<file path="config.mk">
export PLATFORM = sky130hd
export DESIGN_NAME = irq_trigger_detect
export DESIGN_NICKNAME = d
export VERILOG_FILES = /design/src/rtl/irq_trig_pkg.sv /design/src/rtl/irq_sync.sv /design/src/rtl/irq_trig_cell.sv /design/src/rtl/irq_ack_check.sv /design/src/rtl/irq_trigger_detect.sv
export SDC_FILE = /design/constraint.sdc
export NUM_CORES = 1
export LEC_CHECK = 0
export BUFFER_PORTS_ARGS = -buffer_cell sky130_fd_sc_hd__buf_2
export CORE_AREA = 2 2 66 68
export CTS_BUF_LIST = sky130_fd_sc_hd__clkbuf_8
export DETAILED_ROUTE_END_ITERATION = 7
export DIE_AREA = 0 0 68 70
export PLACE_DENSITY_LB_ADDON = 0.12
export SLEW_MARGIN = 25
export SYNTH_ARGS = -nofsm -noshare
export SYNTH_HDL_FRONTEND = slang
export SYNTH_SLANG_ARGS = --single-unit
</file>
<file path="constraint.sdc">
create_clock -name clk_i -period 2.15 [get_ports clk_i]
set_clock_uncertainty 0.15 [all_clocks]
set_input_delay 0.215 -clock clk_i [delete_from_list [all_inputs] [get_ports clk_i]]
set_output_delay 0.215 -clock clk_i [all_outputs]
set_load 0.005 [all_outputs]
</file>
<file path="src/rtl/irq_trig_pkg.sv">
package irq_trig_pkg;

  typedef enum logic {
    TRIG_EDGE  = 1'b0,
    TRIG_LEVEL = 1'b1
  } trig_mode_e;

  localparam int unsigned DEF_N_IRQ       = 8;
  localparam int unsigned DEF_SYNC_STAGES = 2;

endpackage

</file>
<file path="src/rtl/irq_sync.sv">
module irq_sync #(
  parameter int unsigned WIDTH  = 8,
  parameter int unsigned STAGES = 2
) (
  input  logic             clk_i,
  input  logic             rst_ni,
  input  logic [WIDTH-1:0] d_i,
  output logic [WIDTH-1:0] q_o
);

  logic [WIDTH-1:0] stage_q [STAGES];

  for (genvar s = 0; s < STAGES; s++) begin : g_stage
    always_ff @(posedge clk_i or negedge rst_ni) begin
      if (!rst_ni) begin
        stage_q[s] <= '0;
      end else if (s == 0) begin
        stage_q[s] <= d_i;
      end else begin
        stage_q[s] <= stage_q[(s == 0) ? 0 : s-1];
      end
    end
  end

  assign q_o = stage_q[STAGES-1];

endmodule

</file>
<file path="src/rtl/irq_trig_cell.sv">
module irq_trig_cell
  import irq_trig_pkg::*;
(
  input  logic       clk_i,
  input  logic       rst_ni,
  input  trig_mode_e mode_i,
  input  logic       mode_we_i,
  input  trig_mode_e mode_next_i,
  input  logic       sync_i,
  input  logic       clr_i,
  output logic       pend_o
);

  logic prev_q;
  logic edge_q;
  logic rise;
  logic drop_latch;

  assign rise       = (mode_i == TRIG_EDGE) && sync_i && !prev_q;
  assign drop_latch = mode_we_i && (mode_next_i == TRIG_LEVEL);

  always_ff @(posedge clk_i or negedge rst_ni) begin
    if (!rst_ni) begin
      prev_q <= 1'b0;
      edge_q <= 1'b0;
    end else begin
      prev_q <= sync_i;
      if (drop_latch) edge_q <= 1'b0;
      else            edge_q <= (edge_q && !clr_i) || rise;
    end
  end

  assign pend_o = (mode_i == TRIG_LEVEL) ? sync_i : edge_q;

  // a held-high input cannot re-arm a consumed latch
  assert_no_retrigger_R2: assert property (@(posedge clk_i) disable iff (!rst_ni)
    (mode_i == TRIG_EDGE && prev_q && !edge_q) |=> !edge_q);

  assert_latch_holds_R2: assert property (@(posedge clk_i) disable iff (!rst_ni)
    (mode_i == TRIG_EDGE && edge_q && !clr_i && !mode_we_i) |=> edge_q);

  assert_ack_clears_R7: assert property (@(posedge clk_i) disable iff (!rst_ni)
    (clr_i && !rise) |=> !edge_q);

endmodule

</file>
<file path="src/rtl/irq_ack_check.sv">
module irq_ack_check
  import irq_trig_pkg::*;
#(
  parameter int unsigned N_IRQ = DEF_N_IRQ,
  localparam int unsigned IDX_W = (N_IRQ > 1) ? $clog2(N_IRQ) : 1,
  localparam int unsigned SPUR_IDX = N_IRQ - 1
) (
  input  logic             clk_i,
  input  logic             rst_ni,
  input  logic             ack1_i,
  input  logic [IDX_W-1:0] ack_sel_i,
  input  logic [N_IRQ-1:0] pend_i,
  input  logic [N_IRQ-1:0] mode_i,
  output logic [N_IRQ-1:0] clr_o,
  output logic             ack_vld_o,
  output logic [N_IRQ-1:0] isr_set_o,
  output logic             spur_o,
  output logic [IDX_W-1:0] ack_src_o
);

  logic             hit;
  logic             take;
  logic [N_IRQ-1:0] sel_oh;

  for (genvar i = 0; i < N_IRQ; i++) begin : g_sel
    assign sel_oh[i] = (ack_sel_i == IDX_W'(i));
    assign clr_o[i]  = take && sel_oh[i] && (mode_i[i] == TRIG_EDGE);
  end

  assign hit  = |(sel_oh & pend_i);
  assign take = ack1_i && hit;

  always_ff @(posedge clk_i or negedge rst_ni) begin
    if (!rst_ni) begin
      ack_vld_o <= 1'b0;
      isr_set_o <= '0;
      spur_o    <= 1'b0;
      ack_src_o <= '0;
    end else begin
      ack_vld_o <= ack1_i;
      isr_set_o <= take ? sel_oh : '0;
      spur_o    <= ack1_i && !hit;
      if (ack1_i) ack_src_o <= hit ? ack_sel_i : IDX_W'(SPUR_IDX);
      else        ack_src_o <= '0;
    end
  end

  assert_isr_onehot_R6: assert property (@(posedge clk_i) disable iff (!rst_ni)
    $onehot0(isr_set_o));

endmodule

</file>
<file path="src/rtl/irq_trigger_detect.sv">
module irq_trigger_detect
  import irq_trig_pkg::*;
#(
  parameter int unsigned N_IRQ       = DEF_N_IRQ,
  parameter int unsigned SYNC_STAGES = DEF_SYNC_STAGES,
  localparam int unsigned IDX_W = (N_IRQ > 1) ? $clog2(N_IRQ) : 1,
  localparam int unsigned SPUR_IDX = N_IRQ - 1
) (
  input  logic             clk_i,
  input  logic             rst_ni,
  input  logic [N_IRQ-1:0] irq_i,
  input  logic             mode_we_i,
  input  logic [N_IRQ-1:0] mode_wdata_i,
  input  logic             icw1_we_i,
  input  logic             icw1_level_i,
  input  logic             ack1_i,
  input  logic [IDX_W-1:0] ack_sel_i,
  output logic [N_IRQ-1:0] mode_o,
  output logic [N_IRQ-1:0] pend_o,
  output logic             ack_vld_o,
  output logic [N_IRQ-1:0] isr_set_o,
  output logic             spur_o,
  output logic [IDX_W-1:0] ack_src_o
);

  logic [N_IRQ-1:0] mode_q;
  logic [N_IRQ-1:0] irq_sync;
  logic [N_IRQ-1:0] clr;
  logic             unused_icw1;

  // legacy global trigger bit is accepted and dropped
  assign unused_icw1 = icw1_we_i ^ icw1_level_i;

  always_ff @(posedge clk_i or negedge rst_ni) begin
    if (!rst_ni)        mode_q <= '0;
    else if (mode_we_i) mode_q <= mode_wdata_i;
  end

  assign mode_o = mode_q;

  irq_sync #(
    .WIDTH  (N_IRQ),
    .STAGES (SYNC_STAGES)
  ) u_sync (
    .clk_i  (clk_i),
    .rst_ni (rst_ni),
    .d_i    (irq_i),
    .q_o    (irq_sync)
  );

  for (genvar i = 0; i < N_IRQ; i++) begin : g_cell
    irq_trig_cell u_cell (
      .clk_i       (clk_i),
      .rst_ni      (rst_ni),
      .mode_i      (trig_mode_e'(mode_q[i])),
      .mode_we_i   (mode_we_i),
      .mode_next_i (trig_mode_e'(mode_wdata_i[i])),
      .sync_i      (irq_sync[i]),
      .clr_i       (clr[i]),
      .pend_o      (pend_o[i])
    );
  end

  irq_ack_check #(
    .N_IRQ (N_IRQ)
  ) u_ack (
    .clk_i     (clk_i),
    .rst_ni    (rst_ni),
    .ack1_i    (ack1_i),
    .ack_sel_i (ack_sel_i),
    .pend_i    (pend_o),
    .mode_i    (mode_q),
    .clr_o     (clr),
    .ack_vld_o (ack_vld_o),
    .isr_set_o (isr_set_o),
    .spur_o    (spur_o),
    .ack_src_o (ack_src_o)
  );

  assert_icw1_ignored_R5: assert property (@(posedge clk_i) disable iff (!rst_ni)
    (icw1_we_i && !mode_we_i) |=> $stable(mode_o));

  assert_valid_ack_R6: assert property (@(posedge clk_i) disable iff (!rst_ni)
    (ack1_i && pend_o[ack_sel_i]) |=>
      (ack_vld_o && !spur_o && isr_set_o == (N_IRQ'(1) << $past(ack_sel_i))
       && ack_src_o == $past(ack_sel_i)));

  assert_spurious_R9: assert property (@(posedge clk_i) disable iff (!rst_ni)
    (ack1_i && !pend_o[ack_sel_i]) |=>
      (ack_vld_o && spur_o && isr_set_o == '0 && ack_src_o == IDX_W'(SPUR_IDX)));

endmodule

</file>
# Word level (Yosys, flattened, before mapping)
# Index checks and enable logic that the tools add are counted.
[word_totals]
reg_bits = 53
output_inout_bits = 29
[op_classes]
eq_ne = 7
muxes = 19
bitwise_logic = 9
reduce_logical = 77
[ops]
columns = ["cell", "count"]
rows = [
  ["$logic_and A1 B1 Y1", 50],
  ["$logic_not A1 Y1", 17],
  ["$mux W1", 16],
  ["$eq A3 B3 Y1 const B", 4],
  ["$and A8 B8 Y8", 1],
  ["$logic_or A1 B1 Y1", 8],
  ["$mux W8", 1],
  ["$not A1 Y1", 8],
  ["$reduce_or A8 Y1", 1],
  ["$eq A3 B2 Y1 const B", 2],
  ["$mux W3", 2],
  ["$eq A3 B1 Y1 const B", 1],
  ["$logic_not A3 Y1", 1],
]

# Longest topological paths before layout
# Gate-level depths: netlist of the first run.
[depth]
ltp_word = 10
depth_mapped = 6

# By module
# Synthesis of the first run repeated with hierarchy kept, for this count alone.
[unflattened]
cells_unflattened = 137
area_unflattened_um2 = 2132.0
[modules_own_cells]
columns = ["mod", "n_inst", "cells_per_inst", "area_each_um2"]
rows = [
  ["irq_trig_cell", 8, 6, 88.8],
  ["irq_ack_check", 1, 48, 629.4],
  ["irq_sync", 1, 24, 460.4],
  ["irq_trigger_detect", 1, 17, 331.6],
]

# Worst setup path after synthesis of the first run
# OpenSTA, ideal clock, no wires.
[synth_timing]
kind = "reg2reg"
from = "register mode_q[0] (netlist: mode_o[0])"
to = "register u_ack.isr_set_o[1]"
arrival_ns = 1.462
t_required_ns = 1.870
path_slack_ns = 0.408
path_stages_with_launch = 7
n_path_buf = 1
period_less_slack_ns = 1.742
cell_sequence = "dfrtp_1 -> mux2_4 -> mux2_4 -> a2bb2oi_4 -> and2_4 -> buf_6 -> nor3_1"
[synth_between]
elab_chain_cells = 5
[synth_rtl]
columns = ["element", "line_no", "rtl"]
rows = [
  ["start: declaration", "irq_trigger_detect.sv:26", "logic [N_IRQ-1:0] mode_q;"],
  ["start signal: assignment", "irq_trigger_detect.sv:36", "else if (mode_we_i) mode_q <= mode_wdata_i;"],
  ["$mux W1", "irq_trig_cell.sv:33", "assign pend_o = (mode_i == TRIG_LEVEL) ? sync_i : edge_q;"],
  ["net g_cell[0].u_cell.pend_o", "irq_trig_cell.sv:11", "output logic pend_o"],
  ["$and A8 B8 Y8", "irq_ack_check.sv:30", "assign hit = |(sel_oh & pend_i);"],
  ["$reduce_or A8 Y1", "irq_ack_check.sv:30", ""],
  ["$logic_and A1 B1 Y1", "irq_ack_check.sv:31", "assign take = ack1_i && hit;"],
  ["$mux W8", "irq_ack_check.sv:41", "isr_set_o <= take ? sel_oh : '0;"],
  ["end signal: assignment", "irq_ack_check.sv:41", ""],
  ["end: declaration", "irq_ack_check.sv:16", "output logic [N_IRQ-1:0] isr_set_o,"],
]
# The timed path passes the listed nets, and every way through them passes these cells.
# A chain may end at the register's enable or synchronous reset.

# Worst setup path in the final report of the first run
[layout_timing]
from = "register mode_q[1] (netlist: mode_o[1])"
to = "register g_cell[0].u_cell.edge_q"
[layout_between]
elab_chain_cells = 10
[layout_rtl]
columns = ["element", "line_no", "rtl"]
rows = [
  ["$mux W1", "irq_trig_cell.sv:33", ""],
  ["$and A8 B8 Y8", "irq_ack_check.sv:30", ""],
  ["$reduce_or A8 Y1", "irq_ack_check.sv:30", ""],
  ["$logic_and A1 B1 Y1", "irq_ack_check.sv:31", ""],
  ["$logic_and A1 B1 Y1 (2 in series)", "irq_ack_check.sv:27", "assign clr_o[i] = take && sel_oh[i] && (mode_i[i] == TRIG_EDGE);"],
  ["$logic_not A1 Y1", "irq_trig_cell.sv:29", "else edge_q <= (edge_q && !clr_i) || rise;"],
  ["$logic_and A1 B1 Y1", "irq_trig_cell.sv:29", ""],
  ["$logic_or A1 B1 Y1", "irq_trig_cell.sv:29", ""],
  ["$mux W1", "irq_trig_cell.sv:28", "if (drop_latch) edge_q <= 1'b0;"],
  ["end signal: assignment", "irq_trig_cell.sv:29", ""],
  ["end: declaration", "irq_trig_cell.sv:15", "logic edge_q;"],
]
# Every way passes these cells.

==> results of run 1 <==
## power by group
group          total [mW]  internal [mW]  switching (mW)
logic               0.293          0.153           0.141
clock network       0.524          0.225           0.300
registers            1.10           1.06          0.0389
## metrics by stage
step / util [%] / area, um^2 / setup WS, ps / std cells
final: 61.5 / 2550 / 280 / 280
after global routing: 61.5 / 2550 / 183 / 280
after CTS: 61.5 / 2550 / 263 / 280
after detailed placement: 55.3 / 2290 / 328 / 255
after global placement: 55.3 / 2290 / 351 / 255
after floorplan: - / 2100 / 408 / 170
## kinds of logic (layout without fill, tap and decap cells)
| logic type | count (synthesis) | in the layout | share of synthesized area, % |
|---|---|---|---|
| AOI/OAI and AO/OA | 32 | 32 | 9.89 |
| DFF | 53 | 53 | 63.2 |
| buffers and inverters | 29 | 87 | 8.76 |
| muxes | 12 | 12 | 6.97 |
| and+or+nand+nor | 44 | 44 | 11.2 |
## sequential cells by signal (all words and copies together) (netlist names)
register / count
g_cell.u_cell.edge_q: 8
u_ack.isr_set_o: 8
u_sync.stage_q: 8
u_ack.ack_vld_o: 1
u_sync.q_o: 8
g_cell.u_cell.prev_q: 8
u_ack.ack_src_o: 3
u_ack.spur_o: 1
mode_o: 8
## critical path: stages (launching register included)
cell,delay (ps)
dfrtp_1,400
mux2_2,360
mux2i_1,250
a2bb2oi_4,250
a21oi_2,150
a41oi_1,230
## cells in the final DEF (no fill, tap or decap), types with 3 or more instances in the layout
cell / Yosys / routed
and2_1: 6 / 6
mux2_2: 5 / 5
mux2i_1: 3 / 3
nand2_1: 10 / 10
mux2_4: 4 / 4
nor2b_1: 5 / 5
inv_1: 10 / 10
o21ai_0: 16 / 16
clkbuf_8: 0 / 5
dfrtp_1: 53 / 53
a21oi_1: 6 / 6
dlygate4sd3_1: 0 / 17
nor3_1: 10 / 10
nand2b_1: 5 / 5
buf_2: 0 / 51
nor2_1: 3 / 3
## path summary, 6_finish.rpt
path                                            to  cells past startpoint  slack, ps          startpoint
max in group asynchronous            u_sync.q_o[4]                      3       1020              rst_ni
max reg2reg                g_cell[0].u_cell.edge_q                      5        280           mode_o[1]
min reg2reg                          u_sync.q_o[3]                      0        210  u_sync.stage_q[11]
max                        g_cell[0].u_cell.edge_q                      5        280           mode_o[1]
min                                      mode_o[0]                      3          9     mode_wdata_i[0]
min in group asynchronous        u_sync.stage_q[9]                      2        290              rst_ni
## cell type report
type	instances	area [um^2]
fillers	361	1590
flip-flops and latches	53	1330
multi-input cells	88	589
repair buffers	69	445
clock buffers	5	68.8
well taps	52	65.1
inverters	10	37.5
clock inverters	3	17.5
## per-layer routing
layer / vias to the layer above / GRT usage (%) / part of all wire, %
met5: - / 0 / 0
met4: 0 / 6.22 / 1.6
met3: 5 / 6.12 / 5.8
met2: 34 / 31.2 / 50
met1: 656 / 22.3 / 42
li1: 672 / - / -
## timing repair
item	in CTS	in global routing
hold buffers	17	0
gates resized for setup	0	0
endpoints found under the hold margin	40	0
endpoints found under the setup margin	0	0
==> results.json, run 1 <==
{
  "ys_seq_elements": 53,
  "cp.arrival_ps": 1940,
  "grt_pass1_wl_um": 6560,
  "synth-main-ff-cell": "dfrtp_1",
  "hpwlAfterDp_um": 2780,
  "vdd_drop_max_uv": 544,
  "drv_cap": 0,
  "leakagePower_nw": 1.26,
  "fin_nets": 252,
  "cts_tree": "built",
  "clk_latency_ps": 300,
  "grt_max_degree": 30,
  "path_clk_slew_ps": 80,
  "insertedDiodeCount": 0,
  "fin_crit_ps": 1870,
  "root_buffer": "clkbuf_8",
  "hold_class": "input port to flip-flop",
  "path_max_fanout": 5,
  "wl_per_cell_um": 13.8,
  "grt_pass1_vias": 1398,
  "syn_area_per_cell_um2": 12.4,
  "die_area_um2": 4760,
  "tightest_slew_ps": 568,
  "start_util_pct": 50.7,
  "syn_inst": 170,
  "antenna_left": 0,
  "crit_path_start_kind": "flip-flop",
  "dr.pass1.iters": 4,
  "area_growth_pct": 21.5,
  "crit_required_ps": 2220,
  "rsz0062_at_grt": "false",
  "h-tree-depth": 2,
  "slew_violations": 0,
  "drtIter0Drc": 53,
  "synth_async_sr_flop_share_pct": 100,
  "max_freq_mhz": 535,
  "core-area_um2": 4140,
  "yosysWarnings": 0,
  "synth_largest_area_cell": "dfrtp_1",
  "clock-sinks": 53,
  "finalSetupViolCount": 0,
  "gp_congestion": 0.787,
  "grt_overflow": 0,
  "status": "complete, no violations",
  "fin_crit_sh_pct": 87.0,
  "grt_usage_pct": 18.7,
  "crit_type": "flip-flop to flip-flop",
  "yosysMostFrequentCell": "dfrtp_1",
  "synthTopCellsByArea": "dfrtp_1 63%, buf_4 5.7%, o21ai_0 3.8%",
  "whs_ps": 9.14,
  "synth_common_cells": "53 x dfrtp_1, 16 x buf_4, 16 x o21ai_0",
  "cts_inserted_buffers": 5,
  "die_h_um": 70,
  "route.detailed.drc": 0,
  "synth_cell_types": 26,
  "via_per_inst": 4.88,
  "cts_setup_buffers": 0,
  "row_count": 24,
  "syn-cell-area_um2": 2100,
  "max_slew_margin_pct": 62.2,
  "port_buffers": 51,
  "io_pins": 54,
  "endpoint_kind": "flip-flop",
  "vias": 1367,
  "die_w_um": 68,
  "power_mw": 1.92,
  "synth_seq_area_share_pct": 63.2,
  "routed_wl_um": 3860,
  "finalHoldViolations": 0,
  "drive_above_1_share_pct": 32.9,
  "clock_path_buffers": 2,
  "synth_edf_count": 0,
  "antenna_found_initial": 0,
  "syn_nets": 195,
  "finalSetupTns_ps": 0,
  "p_per_area_nw_per_um2": 753,
  "synth_top_area_share_pct": 63.2
}
Note: power is estimated with default switching activity, not from simulation.
==> run 2: changes to the inputs <==
--- a/config.mk
+++ b/config.mk
@@ -6,11 +6,11 @@
 export NUM_CORES = 1
 export LEC_CHECK = 0
 export BUFFER_PORTS_ARGS = -buffer_cell sky130_fd_sc_hd__buf_2
-export CORE_AREA = 2 2 66 68
+export CORE_AREA = 2 2 68 70
 export CTS_BUF_LIST = sky130_fd_sc_hd__clkbuf_8
 export DETAILED_ROUTE_END_ITERATION = 7
-export DIE_AREA = 0 0 68 70
-export PLACE_DENSITY_LB_ADDON = 0.12
+export DIE_AREA = 0 0 70 72
+export PLACE_DENSITY_LB_ADDON = 0.2
 export SLEW_MARGIN = 25
 export SYNTH_ARGS = -nofsm -noshare
 export SYNTH_HDL_FRONTEND = slang
==> run 2 against run 1 <==
  * Routed wire length increased by 6.8%
  * Power rose by 0.98%
  * Via count increased by 1.0%
  * Maximum frequency is 1.4% higher
  * Core utilization is 2.0 points lower
  * Clock power is 3% higher
  * Clock-buffer cell count is 1 higher
  * Critical endpoint unchanged
  * Largest cell class unchanged
  * Highest routed layer unchanged
==> results.json, run 2 (synthesized netlist as in run 1, its figures left out) <==
{
  "status": "complete, no violations",
  "hold_class": "input port to flip-flop",
  "finalHoldViolations": 0,
  "final_common_cell": "dfrtp_1",
  "port_buffers": 51,
  "clk_latency_ps": 300,
  "vias": 1381,
  "drv_cap": 0,
  "slew_violations": 0,
  "crit_required_ps": 2210,
  "p_per_area_nw_per_um2": 763,
  "finalSetupTns_ps": 0,
  "h-tree-depth": 2,
  "grt_pass1_vias": 1474,
  "routed_wl_um": 4120,
  "layout_common_cells": "53 x dfrtp_1, 51 x buf_2, 16 x o21ai_0, 16 x dlygate4sd3_1, 11 x inv_1",
  "start_util_pct": 49.2,
  "antenna_found_initial": 0,
  "cts_tree": "built",
  "endpoint_kind": "flip-flop",
  "route.detailed.drc": 0,
  "max_slew_margin_pct": 59.8,
  "path_max_fanout": 5,
  "io_pins": 54,
  "area_growth_pct": 21.0,
  "tightest_slew_ps": 603,
  "leakagePower_nw": 1.26,
  "vdd_drop_max_uv": 457,
  "antenna_left": 0,
  "grt_usage_pct": 17.6,
  "p_comb_share_pct": 15.2,
  "crit_type": "flip-flop to flip-flop",
  "die_w_um": 70,
  "fin_crit_sh_pct": 85.8,
  "row_count": 24,
  "die_area_um2": 5040,
  "fin_nets": 251,
  "power.internal_mw": 1.47,
  "fin_crit_ps": 1840,
  "clock-sinks": 53,
  "via_per_inst": 4.97,
  "p_sw_uw": 473,
  "dr.pass1.iters": 4,
  "cp.arrival_ps": 1900,
  "cts_resized": 0,
  "max_freq_mhz": 542,
  "insertedDiodeCount": 0,
  "grt_pass1_wl_um": 6720,
  "core-area_um2": 4260,
  "clock_path_buffers": 2,
  "final-instance-count-excl-fill": 278,
  "clockPowerShare_pct": 27.9,
  "gp_congestion": 0.806,
  "root_buffer": "clkbuf_8",
  "drive_above_1_share_pct": 32.3,
  "finalSetupViolCount": 0,
  "placed_cells": 255,
  "grt_max_degree": 30,
  "crit_path_start_kind": "flip-flop",
  "grt_overflow": 0,
  "path_clk_slew_ps": 80,
  "hpwlAfterDp_um": 2910,
  "die_h_um": 72,
  "wl_per_cell_um": 14.8,
  "power.share.sequential_pct": 56.9,
  "drtIter0Drc": 56,
  "power_switching_share_pct": 24.4,
  "cts_inserted_buffers": 5,
  "rsz0062_at_grt": "false"
}
[run 2: cell count changes in the layout (fill, tap and decap cells not counted)]
| cell | before | now |
|---|---|---|
| dlygate4sd3_1 | 17 | 16 |
| inv_1 | 10 | 11 |
| clkbuf_8 | 5 | 6 |
| clkinv_2 | 2 | 0 |
| clkinvlp_4 | 1 | 0 |
[run 2: worst paths after layout]
kind	start	end	slack [ps]	cells after the start
setup / recovery	mode_o[0]	g_cell[0].u_cell.edge_q	310	5
hold / removal	mode_wdata_i[2]	mode_o[2]	10	3
setup reg to reg	mode_o[0]	g_cell[0].u_cell.edge_q	310	5
hold reg to reg	u_sync.stage_q[9]	u_sync.q_o[1]	200	0
max in group asynchronous	rst_ni	u_sync.stage_q[14]	990	3
min in group asynchronous	rst_ni	u_sync.q_o[1]	300	2
[run 2: worst max-delay path: stages, from the launching register on]
cell and delay [ps]:
dfrtp_1 440, mux2_4 320, mux2_4 280, a2bb2oi_4 200
a21oi_2 140, a41oi_1 230
[run 2: area by class of cell]
class,count,area [um^2]
tap,52,65.1
clock buffer,6,82.6
clock inverter,1,3.75
inverter,10,37.5
timing repair buffer,68,435
sequential,53,1330
fill,378,1720
multi-input combinational,88,589
[run 2: power by group through the flow]
stage | Sequential (mW) | Combinational [mW] | Clock (mW)
2_1_floorplan | 1.11 | 0.207 | 0
3_3_place_gp | 1.12 | 0.266 | 0
3_5_place_dp | 1.12 | 0.276 | 0
4_1_cts | 1.10 | 0.300 | 0.562
5_1_grt | 1.11 | 0.327 | 0.599
6_report | 1.10 | 0.294 | 0.541
[run 2: metrics by stage]
stage | setup WS, ps | power, mW | hold slack (ps) | utilization [%] | instance area, um^2
floorplan | 408 | 1.32 | -231 | - | 2100
global placement | 377 | 1.38 | 88.3 | 53.8 | 2290
detailed placement | 280 | 1.40 | 104 | 53.8 | 2290
CTS | 273 | 1.97 | 1.52 | 59.6 | 2540
global route | 209 | 2.04 | 19.4 | 59.6 | 2540
finish | 306 | 1.94 | 10.9 | 59.6 | 2540
[run 2: what timing repair did]
action                                 4_1_cts  5_1_grt
endpoints found under the hold margin       39        0
buffers inserted                             0        0
hold buffers                                16        0
setup endpoints to repair                    0        0
[run 2: routing by layer]
metal	global-route usage (%)	vias up	wire (um)
met5	0	-	0
met4	8.55	0	80
met1	20.3	663	1710
met2	31.2	49	2120
li1	-	660	-
met3	4.03	9	214
